### config.mk
export PLATFORM = sky130hd
export DESIGN_NAME = ahb_sec_gate
export DESIGN_NICKNAME = d
export VERILOG_FILES = /design/src/rtl/ahb_sec_pkg.sv /design/src/rtl/ahb_sec_decode.sv /design/src/rtl/ahb_sec_resp.sv /design/src/rtl/ahb_sec_flags.sv /design/src/rtl/ahb_sec_gate.sv
export SDC_FILE = /design/constraint.sdc
export NUM_CORES = 1
export LEC_CHECK = 0
export BUFFER_PORTS_ARGS = -buffer_cell sky130_fd_sc_hd__buf_2
export CORE_AREA = 2 2 67 69
export DETAILED_ROUTE_END_ITERATION = 16
export DIE_AREA = 0 0 69 71
export PLACE_DENSITY = 0.72
export SLEW_MARGIN = 20
export SYNTH_ARGS = -nofsm -noshare
export SYNTH_HDL_FRONTEND = slang
export SYNTH_SLANG_ARGS = --single-unit
export TNS_END_PERCENT = 5
### constraint.sdc
create_clock -name clk -period 2.4 [get_ports clk]
set_input_delay 0.24 -clock clk [delete_from_list [all_inputs] [get_ports clk]]
set_output_delay 0.24 -clock clk [all_outputs]
set_load 0.005 [all_outputs]
### src/rtl/ahb_sec_pkg.sv
package ahb_sec_pkg;

  localparam int HPROT_PRIV_BIT = 1;

  typedef enum logic [1:0] {
    VERDICT_PASS = 2'd0,
    VERDICT_PRIV = 2'd1,
    VERDICT_SEC  = 2'd2
  } verdict_e;

  // Security outranks privilege when both are broken.
  function automatic verdict_e judge(input logic nonsec, input logic privileged,
                                     input logic slot_secure, input logic slot_priv);
    if (nonsec && slot_secure) return VERDICT_SEC;
    if (!privileged && slot_priv) return VERDICT_PRIV;
    return VERDICT_PASS;
  endfunction

endpackage

### src/rtl/ahb_sec_decode.sv
module ahb_sec_decode
  import ahb_sec_pkg::*;
#(
  parameter int NUM_SLOTS = 4,
  localparam int SLOT_W = (NUM_SLOTS > 1) ? $clog2(NUM_SLOTS) : 1
) (
  input  logic [SLOT_W-1:0]    slot_idx,
  input  logic                 nonsec,
  input  logic                 privileged,
  input  logic [NUM_SLOTS-1:0] cfg_secure,
  input  logic [NUM_SLOTS-1:0] cfg_priv,
  output logic [NUM_SLOTS-1:0] slot_onehot,
  output verdict_e             verdict
);
  logic slot_secure;
  logic slot_priv;

  always_comb begin
    for (int i = 0; i < NUM_SLOTS; i++) begin
      slot_onehot[i] = (slot_idx == SLOT_W'(i));
    end
  end

  assign slot_secure = |(cfg_secure & slot_onehot);
  assign slot_priv   = |(cfg_priv & slot_onehot);
  assign verdict     = judge(nonsec, privileged, slot_secure, slot_priv);
endmodule

### src/rtl/ahb_sec_resp.sv
module ahb_sec_resp #(
  parameter int DATA_W = 32
) (
  input  logic              clk,
  input  logic              rst_n,
  input  logic              hready_in,
  input  logic              blk_addr,
  input  logic [DATA_W-1:0] dn_hrdata,
  input  logic              dn_hreadyout,
  input  logic              dn_hresp,
  output logic              blk_dp,
  output logic [DATA_W-1:0] up_hrdata,
  output logic              up_hreadyout,
  output logic              up_hresp
);
  always_ff @(posedge clk or negedge rst_n) begin
    if (!rst_n)         blk_dp <= 1'b0;
    else if (hready_in) blk_dp <= blk_addr;
  end

  assign up_hrdata    = blk_dp ? '0   : dn_hrdata;
  assign up_hreadyout = blk_dp ? 1'b1 : dn_hreadyout;
  assign up_hresp     = blk_dp ? 1'b0 : dn_hresp;
endmodule

### src/rtl/ahb_sec_flags.sv
module ahb_sec_flags #(
  parameter int NUM_SLOTS = 4
) (
  input  logic                 clk,
  input  logic                 rst_n,
  input  logic                 sec_hit,
  input  logic [NUM_SLOTS-1:0] slot_onehot,
  input  logic [NUM_SLOTS-1:0] clr,
  output logic [NUM_SLOTS-1:0] flag
);
  for (genvar g = 0; g < NUM_SLOTS; g++) begin : g_slot
    logic set_g;
    assign set_g = sec_hit & slot_onehot[g];
    always_ff @(posedge clk or negedge rst_n) begin
      if (!rst_n) flag[g] <= 1'b0;
      else        flag[g] <= set_g | (flag[g] & ~clr[g]);
    end
  end
endmodule

### src/rtl/ahb_sec_gate.sv
module ahb_sec_gate
  import ahb_sec_pkg::*;
#(
  parameter int ADDR_W    = 32,
  parameter int DATA_W    = 32,
  parameter int NUM_SLOTS = 4,
  parameter int SLOT_LSB  = 12
) (
  input  logic                 clk,
  input  logic                 rst_n,
  input  logic                 s_hsel,
  input  logic [ADDR_W-1:0]    s_haddr,
  input  logic [1:0]           s_htrans,
  input  logic                 s_hwrite,
  input  logic [3:0]           s_hprot,
  input  logic                 s_hnonsec,
  input  logic                 s_hready_in,
  output logic                 s_hreadyout,
  output logic                 s_hresp,
  output logic [DATA_W-1:0]    s_hrdata,
  output logic [NUM_SLOTS-1:0] m_hsel,
  output logic [ADDR_W-1:0]    m_haddr,
  output logic [1:0]           m_htrans,
  output logic                 m_hwrite,
  output logic [3:0]           m_hprot,
  output logic                 m_hnonsec,
  input  logic [DATA_W-1:0]    m_hrdata,
  input  logic                 m_hreadyout,
  input  logic                 m_hresp,
  input  logic [NUM_SLOTS-1:0] cfg_slot_secure,
  input  logic [NUM_SLOTS-1:0] cfg_slot_priv,
  input  logic [NUM_SLOTS-1:0] sec_clr,
  output logic [NUM_SLOTS-1:0] sec_flag
);
  localparam int SLOT_W = (NUM_SLOTS > 1) ? $clog2(NUM_SLOTS) : 1;

  logic [SLOT_W-1:0]    slot_idx;
  logic [NUM_SLOTS-1:0] slot_onehot;
  verdict_e             verdict;
  logic                 xfer_accept;
  logic                 blk_addr;
  logic                 sec_hit;
  logic                 blk_dp;

  assign slot_idx    = s_haddr[SLOT_LSB +: SLOT_W];
  assign xfer_accept = s_hsel & s_htrans[1] & s_hready_in;

  ahb_sec_decode #(.NUM_SLOTS(NUM_SLOTS)) u_decode (
    .slot_idx    (slot_idx),
    .nonsec      (s_hnonsec),
    .privileged  (s_hprot[HPROT_PRIV_BIT]),
    .cfg_secure  (cfg_slot_secure),
    .cfg_priv    (cfg_slot_priv),
    .slot_onehot (slot_onehot),
    .verdict     (verdict)
  );

  assign blk_addr = xfer_accept & (verdict != VERDICT_PASS);
  assign sec_hit  = xfer_accept & (verdict == VERDICT_SEC);

  assign m_hsel    = (s_hsel && verdict == VERDICT_PASS) ? slot_onehot : '0;
  assign m_haddr   = s_haddr;
  assign m_htrans  = s_htrans;
  assign m_hwrite  = s_hwrite;
  assign m_hprot   = s_hprot;
  assign m_hnonsec = s_hnonsec;

  ahb_sec_resp #(.DATA_W(DATA_W)) u_resp (
    .clk          (clk),
    .rst_n        (rst_n),
    .hready_in    (s_hready_in),
    .blk_addr     (blk_addr),
    .dn_hrdata    (m_hrdata),
    .dn_hreadyout (m_hreadyout),
    .dn_hresp     (m_hresp),
    .blk_dp       (blk_dp),
    .up_hrdata    (s_hrdata),
    .up_hreadyout (s_hreadyout),
    .up_hresp     (s_hresp)
  );

  ahb_sec_flags #(.NUM_SLOTS(NUM_SLOTS)) u_flags (
    .clk         (clk),
    .rst_n       (rst_n),
    .sec_hit     (sec_hit),
    .slot_onehot (slot_onehot),
    .clr         (sec_clr),
    .flag        (sec_flag)
  );
endmodule

# --- Word-level counts from Yosys, hierarchy flattened ---
# Cells that the tools add are included.
op_classes:
  mux: 11
  reduce_logical: 9
  eq_ne: 4
  bitwise_logic: 22
ops:
  columns: ["op", "count"]
  rows:
  - ["32-bit 2-to-1 mux", 1]
  - ["1-bit bitwise AND", 12]
  - ["4-bit bitwise AND", 2]
  - ["2-bit 2-to-1 mux", 4]
  - ["4-bit OR reduction", 2]
  - ["2-bit == test (second input constant)", 3]
  - ["1-bit 2-to-1 mux", 5]
  - ["2-bit zero test", 2]
  - ["4-bit 2-to-1 mux", 1]
  - ["1-bit NOT", 4]
  - ["1-bit bitwise OR", 4]
  - ["1-bit logical AND", 3]
  - ["2-bit by 1-bit == test with 1-bit output (second input constant)", 1]
  - ["2-bit nonzero test", 1]
  - ["1-bit zero test", 1]
totals:
  regBits: 5
  wordCells: 51
  out_inout_bits: 82
  inputBits: 90

# --- Logic depth before layout (Yosys ltp) ---
logic_depth:
  depth_word: 12
  depth_mapped: 5
  ltp_nobuf: 4

# --- Cells and area by module ---
# Synthesis repeated with hierarchy kept, for this count alone.
hier_totals:
  cells_unflattened: 111
  hier_area_um2: 890.9
by_module_without_submodules:
  columns: ["mod", "instances", "area_per_inst_um2", "cells_per_inst"]
  rows:
  - ["ahb_sec_gate", 1, 357.8, 48]
  - ["ahb_sec_resp", 1, 274.0, 39]
  - ["ahb_sec_flags", 1, 165.2, 16]
  - ["ahb_sec_decode", 1, 93.8, 8]

# --- Worst setup path after synthesis ---
# No wires, ideal clock.
synth_path:
  path_type: "in2out"
  from: "in s_haddr[13]"
  to: "out m_hsel[0]"
  stages: 5
  setup_slack_ns: 0.998
  required_ns: 2.160
  n_path_buf: 1
  arrival_ns: 1.162
  cell_sequence: "buf_6 mux2i_1 o22ai_2 nor4_2 and3_1"
synth_via:
  elab_chain_cells: 11
  elab_cells_between_ends: 19
  classes_between: "3 x eq/ne; 7 x mux; 2 x bitwise; 7 x reduce/logical"
synth_rtl:
  columns: ["item", "line", "rtl"]
  rows:
  - ["from (decl)", "ahb_sec_gate.sv:12", "input logic [ADDR_W-1:0] s_haddr,"]
  - ["2-bit by 1-bit == test with 1-bit output, or another cell as far along", "ahb_sec_decode.sv:20", "slot_onehot[i] = (slot_idx == SLOT_W'(i));"]
  - ["4-bit bitwise AND", "ahb_sec_decode.sv:25", "assign slot_priv = |(cfg_priv & slot_onehot);"]
  - ["4-bit OR reduction", "ahb_sec_decode.sv:25", null]
  - ["1-bit logical AND", "ahb_sec_pkg.sv:15", "if (!privileged && slot_priv) return VERDICT_PRIV;"]
  - ["1-bit 2-to-1 mux (2 in series)", "ahb_sec_pkg.sv:15", null]
  - ["2-bit 2-to-1 mux", "ahb_sec_pkg.sv:16", "return VERDICT_PASS;"]
  - ["2-bit 2-to-1 mux", "ahb_sec_pkg.sv:15", null]
  - ["2-bit zero test", "ahb_sec_gate.sv:61", "assign m_hsel = (s_hsel && verdict == VERDICT_PASS) ? slot_onehot : '0;"]
  - ["1-bit logical AND", "ahb_sec_gate.sv:61", null]
  - ["4-bit 2-to-1 mux (*)", "ahb_sec_gate.sv:61", null]
  - ["to (decl)", "ahb_sec_gate.sv:21", "output logic [NUM_SLOTS-1:0] m_hsel,"]
# Every way passes the cells marked *; elsewhere a longest branch is shown, timed or not. The select of a mux whose other input is x is not followed.

# --- Worst setup path after layout ---
# Same ends and word-level chain as after synthesis.

==> run summary <==
Reg2Reg Depth - 3
MaxCap Viol Count - 0
Clk pin slew, worst setup/hold paths - 0.03 ns
DRC viols - 0
layout cells sized above 1 - 0.6158
GPL Wtd Cong - 0.7266
Synth top cells by count - buf_4 (40), nor2b_1 (33), inv_1 (8)
Synth top area share - 0.3499
Worst Tran Pin Value - 0.7761 ns
Post-Synthesis Cells - 113
first-pass GRT wire length - 3.898 mm
Max clock buf depth - 2
Leakage - 0.6975 nW
Area Overhead vs Synth - 37.03%
skew final - 0 ns
Hold EP - u_flags.flag[1]
Post-synth top flop - dfrtp_1
Die Footprint - 0.004899 mm^2
Nets - 268
total track usage - 0.09568
placeable core area - 0.004204 mm^2
syn nets - 203
initial core utilization - 0.2042
vias per cell - 4.061
outcome - completed
H-tree depth - 1
Comb power frac - 0.400
worst reg-to-reg setup slack - 0.98 ns
Sequential Power Share - 0.232
Unique masters post-synth - 17
clock share of power - 0.369
Fmax - 576.7 MHz
period utilization - 0.7226
Cell Area, Synth - 858.3 um^2
Synth area leader - buf_4
I/O Pins - 172
final setup TNS - 0 ns
Hold Path Origin - sec_clr[1]
# setup viols final - 0
Sw Pwr - 0.1118 mW
Pwr Density - 348.4 mW/mm^2
ys async rst share - 1.000
post-synthesis sequential area ratio - 0.1458
via count - 930
ANT nets after route - 0
final std cells w/o fill - 229
hold depth - 2
Worst Path Max Fanout - 10
CP Data Required Time - 2.16 ns
Max transition margin - 0.4826
Cell Int Power - 0.2980 mW
Sink Count - 5
Clock Latency Late Sink - 0.22 ns
TritonCTS clock tree - done
Yosys warning total - 0
Die X - 69 um
diode count - 0
cell with the most instances after synthesis - buf_4
worst vdd ir - 0.1023 mV
EDFF count, synth - 0
reg2reg start - u_resp.blk_dp
total CTS buffers - 3
Syn Area/Cell - 7.596 um^2
main area contributors after synthesis - buf_4 (35%), nor2b_1 (24%), dfrtp_1 (15%), mux2i_1 (4.7%), o32ai_1 (4.1%)
r2r endpoint - u_resp.blk_dp
Worst setup EP type - primary output
Slew Limit Fails - 0
Root Driver - clkbuf_8
Net Sw Frac - 0.2729
hpwl dp - 2.144 mm
initial antenna violation count - 0
vias in the first global route - 867
initial DRC count - 15
WS Path Type - in2out
IO buf count - 101
post-cts sizing count - 0
final wirelength - 2.470 mm
Setup crit start kind - input port
WL per Instance - 10.79 um
Pre-antenna DRT Iters - 4
final hold viol count - 0
Placed Cells - 224
worst hold path class - in2reg
Std-Cell Rows - 24
chip height - 71 um
RSZ-0062 raised after global routing - no
#FFs+latches synth - 5
Period minus WS final - 1.734 ns
gr ovfl total - 0
Arr. time, crit path - 1.49 ns
largest net degree at the start of global routing - 29
[how the worst max path moves through the flow]
stage                        from      endpoint  slack (ns)  depth (start not counted)
floorplan             s_haddr[13]     m_hsel[0]         1.0                          5
global placement      s_haddr[13]     m_hsel[0]        0.75                          6
detailed placement    s_haddr[13]     m_hsel[2]        0.65                          6
CTS                 u_resp.blk_dp  s_hrdata[16]        0.62                          3
global route        u_resp.blk_dp  s_hrdata[17]        0.50                          3
finish                s_haddr[13]     m_hsel[0]        0.67                          6
[flip-flops by register name, indices dropped and copies added (netlist names)]
signal         flops
u_flags.flag       4
u_resp.blk_dp      1
[repair_timing]
item | 4_1_cts | 5_1_grt
buffers inserted | 0 | 0
hold buffers | 1 | 0
hold endpoints to repair | 5 | 0
[critical path, stage by stage]
cell and delay [ns]:
buf_2 0.20, mux2i_1 0.26, o22ai_2 0.12, nor4_2 0.36
and3_1 0.20, buf_2 0.11
[through the flow]
stage	hold slack [ns]	power [mW]	setup slack, ns	area, um^2	util
finish	0.2123	0.4098	0.6659	1176	0.2798
floorplan	-0.05559	0.2121	0.9982	858.3	-
global placement	0.05487	0.2586	0.7533	1121	0.2667
detailed placement	0.05682	0.2612	0.6499	1121	0.2667
CTS	0.2110	0.4159	0.6171	1176	0.2798
global route	0.2307	0.4416	0.5008	1176	0.2798
[placed cells by master, fill, tap and decap left out, drive strengths merged]
master | synthesis | routed
buf | 41 | 103
nor2b | 33 | 33
inv | 8 | 8
dfrtp | 5 | 5
mux2i | 4 | 4
and3 | 4 | 4
o32ai | 4 | 4
clkbuf | 3 | 4
nor3 | 3 | 3
nand2b | 2 | 2
o22ai | 2 | 2
nand2 | 1 | 1
nor4 | 1 | 1
nand3 | 1 | 1
or2 | 1 | 1
dlygate4sd3 | 0 | 1
[power by group through the flow]
| stage | Sequential (mW) | Combinational (mW) | Clock, mW |
|---|---|---|---|
| CTS | 0.0957 | 0.166 | 0.154 |
| global route | 0.0968 | 0.182 | 0.163 |
| finish | 0.0949 | 0.164 | 0.151 |
| global placement | 0.0962 | 0.162 | 0 |
| detailed placement | 0.0966 | 0.165 | 0 |
| floorplan | 0.0901 | 0.122 | 0 |
[metal layers]
layer  track usage  wire, um
met1        0.1104       928
met2        0.1571      1206
met3       0.04558       319
met4       0.03050        16
met5             0         0
[layout make-up]
class / count / area, um^2
repair buffers: 104 / 530.5
flip-flops and latches: 5 / 125.1
clock buffers: 4 / 45.04
multi-input cells: 56 / 380.4
inverters: 8 / 30.03
fillers: 469 / 3028
well taps: 52 / 65.06
[cells by family after synthesis]
family,share of synthesized area
compound gates,0.06268
mux,0.04665
buf+inv,0.4111
simple gates,0.3338
flops,0.1458
No activity file was read; power rests on OpenSTA's default activity.
